<file path="config.mk">
export PLATFORM = sky130hd
export DESIGN_NAME = split_acc_datapath
export DESIGN_NICKNAME = d
export VERILOG_FILES = /design/src/rtl/sad_pkg.sv /design/src/rtl/sad_reg.sv /design/src/rtl/sad_ctrl.sv /design/src/rtl/sad_dpath.sv /design/src/rtl/split_acc_datapath.sv
export SDC_FILE = /design/constraint.sdc
export NUM_CORES = 1
export LEC_CHECK = 0
export BUFFER_PORTS_ARGS = -buffer_cell sky130_fd_sc_hd__buf_2
export CAP_MARGIN = 20
export CORE_MARGIN = 4
export CORE_UTILIZATION = 53
export CTS_BUF_LIST = sky130_fd_sc_hd__clkbuf_4
export CTS_CLUSTER_DIAMETER = 80
export DETAILED_ROUTE_END_ITERATION = 10
export PLACE_DENSITY = 0.87
export RECOVER_POWER = 50
export SLEW_MARGIN = 20
export SYNTH_ARGS = -nofsm -noshare
export SYNTH_HDL_FRONTEND = slang
export SYNTH_SLANG_ARGS = --single-unit
</file>
<file path="constraint.sdc">
create_clock -name clk -period 2 [get_ports clk]
set_input_delay 0.2 -clock clk [delete_from_list [all_inputs] [get_ports clk]]
set_output_delay 0.2 -clock clk [all_outputs]
set_load 0.02 [all_outputs]
</file>
<file path="src/rtl/sad_pkg.sv">
package sad_pkg;

  typedef enum logic [1:0] {
    SRC_ALU  = 2'd0,
    SRC_IMM  = 2'd1,
    SRC_MEM  = 2'd2,
    SRC_HOLD = 2'd3
  } accSrcE;

  typedef struct packed {
    logic   accWr;
    accSrcE accSrc;
    logic   irWr;
    logic   drWr;
    logic   latchWr;
  } strobesT;

endpackage

</file>
<file path="src/rtl/sad_reg.sv">
module sad_reg #(
  parameter int W = 8
) (
  input  logic         clk,
  input  logic         rst,
  input  logic         en,
  input  logic [W-1:0] d,
  output logic [W-1:0] q
);
  always_ff @(posedge clk) begin
    if (rst)     q <= '0;
    else if (en) q <= d;
  end
endmodule

</file>
<file path="src/rtl/sad_ctrl.sv">
module sad_ctrl
  import sad_pkg::*;
(
  input  logic       accLoad,
  input  logic [1:0] accSel,
  input  logic       irLoad,
  input  logic       drLoad,
  input  logic       memRdStrobe,
  output strobesT    strobes
);
  accSrcE srcSel;

  always_comb begin
    srcSel          = accSrcE'(accSel);
    strobes.accSrc  = srcSel;
    // the hold code suppresses the write, so the upper field is preserved too
    strobes.accWr   = accLoad && (srcSel != SRC_HOLD);
    strobes.irWr    = irLoad;
    strobes.drWr    = drLoad;
    strobes.latchWr = memRdStrobe;
  end
endmodule

</file>
<file path="src/rtl/sad_dpath.sv">
module sad_dpath
  import sad_pkg::*;
#(
  parameter  int WORD_W = 16,
  parameter  int LOW_W  = 12,
  localparam int HI_W   = WORD_W - LOW_W
) (
  input  logic              clk,
  input  logic              rst,
  input  strobesT           strobes,
  input  logic [WORD_W-1:0] memRdData,
  input  logic [LOW_W-1:0]  aluResult,
  output logic [WORD_W-1:0] accWord,
  output logic [WORD_W-1:0] irWord,
  output logic [LOW_W-1:0]  drWord,
  output logic [HI_W-1:0]   latchHi
);
  logic [LOW_W-1:0]  lowNext;
  logic [HI_W-1:0]   hiNext;
  logic [WORD_W-1:0] accNext;

  // low field: the only part that passes through the source multiplexer
  always_comb begin
    unique case (strobes.accSrc)
      SRC_ALU: lowNext = aluResult;
      SRC_IMM: lowNext = irWord[LOW_W-1:0];
      SRC_MEM: lowNext = memRdData[LOW_W-1:0];
      default: lowNext = accWord[LOW_W-1:0];
    endcase
  end

  // upper field: the newest memory word, forwarded when it arrives this cycle
  always_comb begin
    hiNext  = strobes.latchWr ? memRdData[WORD_W-1:LOW_W] : latchHi;
    accNext = {hiNext, lowNext};
  end

  sad_reg #(.W(WORD_W)) accReg_i (
    .clk(clk), .rst(rst), .en(strobes.accWr), .d(accNext), .q(accWord)
  );

  sad_reg #(.W(WORD_W)) irReg_i (
    .clk(clk), .rst(rst), .en(strobes.irWr), .d(memRdData), .q(irWord)
  );

  sad_reg #(.W(LOW_W)) drReg_i (
    .clk(clk), .rst(rst), .en(strobes.drWr), .d(memRdData[LOW_W-1:0]), .q(drWord)
  );

  sad_reg #(.W(HI_W)) latchReg_i (
    .clk(clk), .rst(rst), .en(strobes.latchWr), .d(memRdData[WORD_W-1:LOW_W]), .q(latchHi)
  );
endmodule

</file>
<file path="src/rtl/split_acc_datapath.sv">
module split_acc_datapath
  import sad_pkg::*;
#(
  parameter  int WORD_W = 16,
  parameter  int LOW_W  = 12,
  localparam int HI_W   = WORD_W - LOW_W
) (
  input  logic              clk,
  input  logic              rst,
  input  logic [WORD_W-1:0] memRdData,
  input  logic              memRdStrobe,
  input  logic [LOW_W-1:0]  aluResult,
  input  logic [1:0]        accSel,
  input  logic              accLoad,
  input  logic              irLoad,
  input  logic              drLoad,
  output logic [LOW_W-1:0]  aluOperandA,
  output logic [LOW_W-1:0]  aluOperandB,
  output logic [WORD_W-1:0] memWrData,
  output logic [HI_W-1:0]   opcode,
  output logic [LOW_W-1:0]  pcFromMem,
  output logic              zeroFlag
);
  strobesT           strobes;
  logic [WORD_W-1:0] accWord;
  logic [WORD_W-1:0] irWord;
  logic [LOW_W-1:0]  drWord;
  logic [HI_W-1:0]   latchHi;

  sad_ctrl ctrl_i (
    .accLoad(accLoad), .accSel(accSel), .irLoad(irLoad),
    .drLoad(drLoad), .memRdStrobe(memRdStrobe), .strobes(strobes)
  );

  sad_dpath #(.WORD_W(WORD_W), .LOW_W(LOW_W)) dpath_i (
    .clk(clk), .rst(rst), .strobes(strobes), .memRdData(memRdData),
    .aluResult(aluResult), .accWord(accWord), .irWord(irWord),
    .drWord(drWord), .latchHi(latchHi)
  );

  assign aluOperandA = accWord[LOW_W-1:0];
  assign aluOperandB = drWord;
  assign memWrData   = accWord;
  assign opcode      = irWord[WORD_W-1:LOW_W];
  assign pcFromMem   = memRdData[LOW_W-1:0];
  assign zeroFlag    = ~|accWord;
endmodule

</file>
==> flow_summary.json <==
{
  "drt_iter0_drcs": 74,
  "power.density_cell_area_mw_per_mm2": 775,
  "worst_skew_pair.late_latency_ns": 0.36,
  "route.antenna.remaining_nets": 0,
  "worst_slew_pin_slew_ns": 0.943,
  "cts_tree": "done",
  "first_pass_detailed_route_iteration_total": 4,
  "design.core.area_sq_mm": 0.00403,
  "detail_route.wl_per_cell_um": 13.4,
  "post-place-ws_ns": 0.334,
  "cell_internal_pwr_w": 0.00133,
  "cts-htree-levels": 2,
  "power_switching_w": 0.000589,
  "status": "finished clean",
  "synthFlopType": "dfxtp_1",
  "total_power_w": 0.00192,
  "clk_root_buffer_cell": "clkbuf_4",
  "synthesis.instances": 236,
  "synth.net_count": 275,
  "grt_util_met3_pct": 3.99,
  "initial_core_util_pct": 55.3,
  "ctsResizeCount": 0,
  "ctsHoldBuffers": 0,
  "numCtsBuffers": 5,
  "sequential_element_share_of_the_synthesized_area_pct": 43.1,
  "worst-path-max-fanout": 4,
  "io_buffers": 92,
  "total_track_usage_pct": 18.0,
  "grt_pass1_vias": 1591,
  "synthTopCellsByArea": "dfxtp_1, mux2i_1, buf_4, nor2_1, a221o_1",
  "maxCapViolCount": 0,
  "clock-skew-final_ns": 0.00695,
  "placed_instances": 335,
  "detail_route.vias_per_cell": 5.07,
  "synth_async_sr_flop_share_pct": 0,
  "yosys.cell_types.count": 22,
  "synthesis.area_sq_mm": 0.00223,
  "power_frac_comb_pct": 22.2,
  "finalSetupViolCount": 0,
  "finalWeightedCongestion": 0.800,
  "synth-warning-count": 0,
  "fillers": 381,
  "die_height_um": 72.8,
  "die-area_sq_mm": 0.00530,
  "syn_area_per_cell_sq_um": 9.44,
  "global_route.overflow_total": 0,
  "post-route-min-period_ns": 1.64,
  "area_delta_synth_final_pct": 11.4,
  "timing_max_transition_violations_final": 0,
  "post-route-period-util_pct": 81.8,
  "clkTransAtPathRegs_ns": 0.13,
  "fp-row-count": 23,
  "path_class": "flip-flop to output pin",
  "slew_headroom_pct": 37.1,
  "use_met1_pct": 25.3,
  "static_leakage_nw": 1.22,
  "grt_max_degree": 49,
  "worst-endpoint-required_ns": 1.80,
  "clkSinkCount": 48,
  "floorplan.die.width_um": 72.8,
  "cts.path.max_buffers": 2,
  "drt_wl_total_um": 4610,
  "hpwl_after_detailed_placement_um": 3500,
  "final_layout_size_suffix_gt1_share_pct": 29.7,
  "aggregate_negative_setup_slack_ns": 0,
  "num_io_pins": 93,
  "share_clk_of_total_power_pct": 23.1,
  "netlist.area_leader.share_pct": 43.1,
  "post_cts_setup_repair_buffer_count": 0,
  "grt_first_pass_wirelength_um": 7470,
  "crit_path_start_kind": "flip-flop",
  "detailroute.via_count": 1740,
  "grt_setup_unrepaired": "false",
  "finish.net_count": 331,
  "max-vdd-ir-drop_mv": 0.495,
  "synthDominantAreaCellType": "dfxtp_1",
  "number_of_antenna_repair_diodes": 0,
  "antenna_found_initial": 0,
  "finalHoldViolCount": 0,
  "timing.final.ws_setup_ns": 0.364,
  "final_cells": 343,
  "grt_use_met2_pct": 26.7,
  "power_switching_share_pct": 30.6,
  "achievable-frequency_mhz": 611,
  "power_frac_seq_pct": 54.8,
  "drc_errors": 0,
  "worstPathArrival_ns": 1.44,
  "synthesis_stage_register_bit_count": 48,
  "worstSetupEndpointType": "output pin",
  "synth_edf_count": 0,
  "hold_class": "primary input to flip-flop",
  "grt_busiest_layer": "met2"
}
worst max-delay path, stage by stage, from the launching register on:
cell and delay [ns]:
dfxtp_1 0.36, nor4_1 0.34, and4_1 0.23, buf_2 0.16
path summary, 6_finish.rpt:
path | slack [ns] | depth (start not counted) | startpoint | endpoint
worst max-delay path | 0.36 | 3 | dpath_i.accReg_i.q[9] | zeroFlag
worst min-delay path | 0.08 | 3 | memRdData[14] | dpath_i.irReg_i.q[14]
worst max register to register | 1.01 | 3 | dpath_i.irReg_i.q[11] | dpath_i.accReg_i.q[11]
worst min register to register | 0.49 | 2 | dpath_i.accReg_i.q[8] | dpath_i.accReg_i.q[8]
registers in the layout, summed over array words and instances (netlist names):
| name | cells |
|---|---|
| dpath_i.accReg_i.q | 16 |
| dpath_i.drReg_i.q | 12 |
| dpath_i.irReg_i.q | 16 |
| dpath_i.latchReg_i.q | 4 |
area by class of cell:
cell class	count	area, sq um	share of cell area [%]
multi-input cells	142	951	38.3
clock buffers	6	45.0	1.82
flip-flops and latches	48	961	38.7
well taps	50	62.6	2.52
inverters	2	7.51	0.303
repair buffers	93	443	17.9
clock inverters	2	11.3	0.454
power groups by stage:
stage	Clock (W)	Sequential [W]	Combinational, W
after global routing	0.000494	0.00106	0.000469
final	0.000444	0.00105	0.000426
after CTS	0.000462	0.00105	0.000436
after floorplan	0	0.00112	0.000294
after detailed placement	0	0.00107	0.000436
after global placement	0	0.00107	0.000427
cell usage in the layout (no fill, tap or decap):
cell type,n
clkbuf_4,6
or2b_1,9
or2b_2,2
nand2_1,12
nand3_1,12
ha_1,3
nor4_1,4
clkinv_1,1
dfxtp_1,48
clkbuf_1,18
nor2b_2,1
clkinvlp_4,1
a221o_1,10
a21oi_1,12
a221o_2,2
and4_1,1
a211oi_1,4
mux2i_1,32
inv_1,2
nand2b_1,2
nor2_1,36
buf_2,74
clkbuf_2,1
metrics by stage:
step	util (%)	area, sq um	hold WS [ns]
2_1_floorplan	-	2230	0.347
3_3_place_gp	60.8	2450	0.456
3_5_place_dp	60.8	2450	0.468
4_1_cts	62.2	2510	0.0676
5_1_grt	61.6	2480	0.107
6_report	61.6	2480	0.0832
synth_stat cells, types with 3 or more instances:
cell type and n:
dfxtp_1 48, nor2_1 36, nand3_1 12, ha_1 3
a221o_1 10, or2b_1 9, nor4_1 4, a21oi_1 12
buf_4 31, a211oi_1 4, buf_2 8, nand2_1 12
mux2i_1 32
kinds of logic (layout without fill, tap and decap cells):
logic type | Yosys count | count (layout) | share of synthesized area, %
fa+ha+maj | 3 | 3 | 1.69
compound gates | 28 | 28 | 9.55
simple gates | 79 | 79 | 17.1
flops | 48 | 48 | 43.1
buf+inv | 46 | 103 | 14.2
mux | 32 | 32 | 14.4
per-layer routing:
metal / share of wire [%] / vias to the layer above
met5: 0 / -
met4: 2.3 / 0
met3: 8.9 / 10
met2: 44 / 69
met1: 45 / 766
li1: - / 895
(Power assumes the default switching activity.)
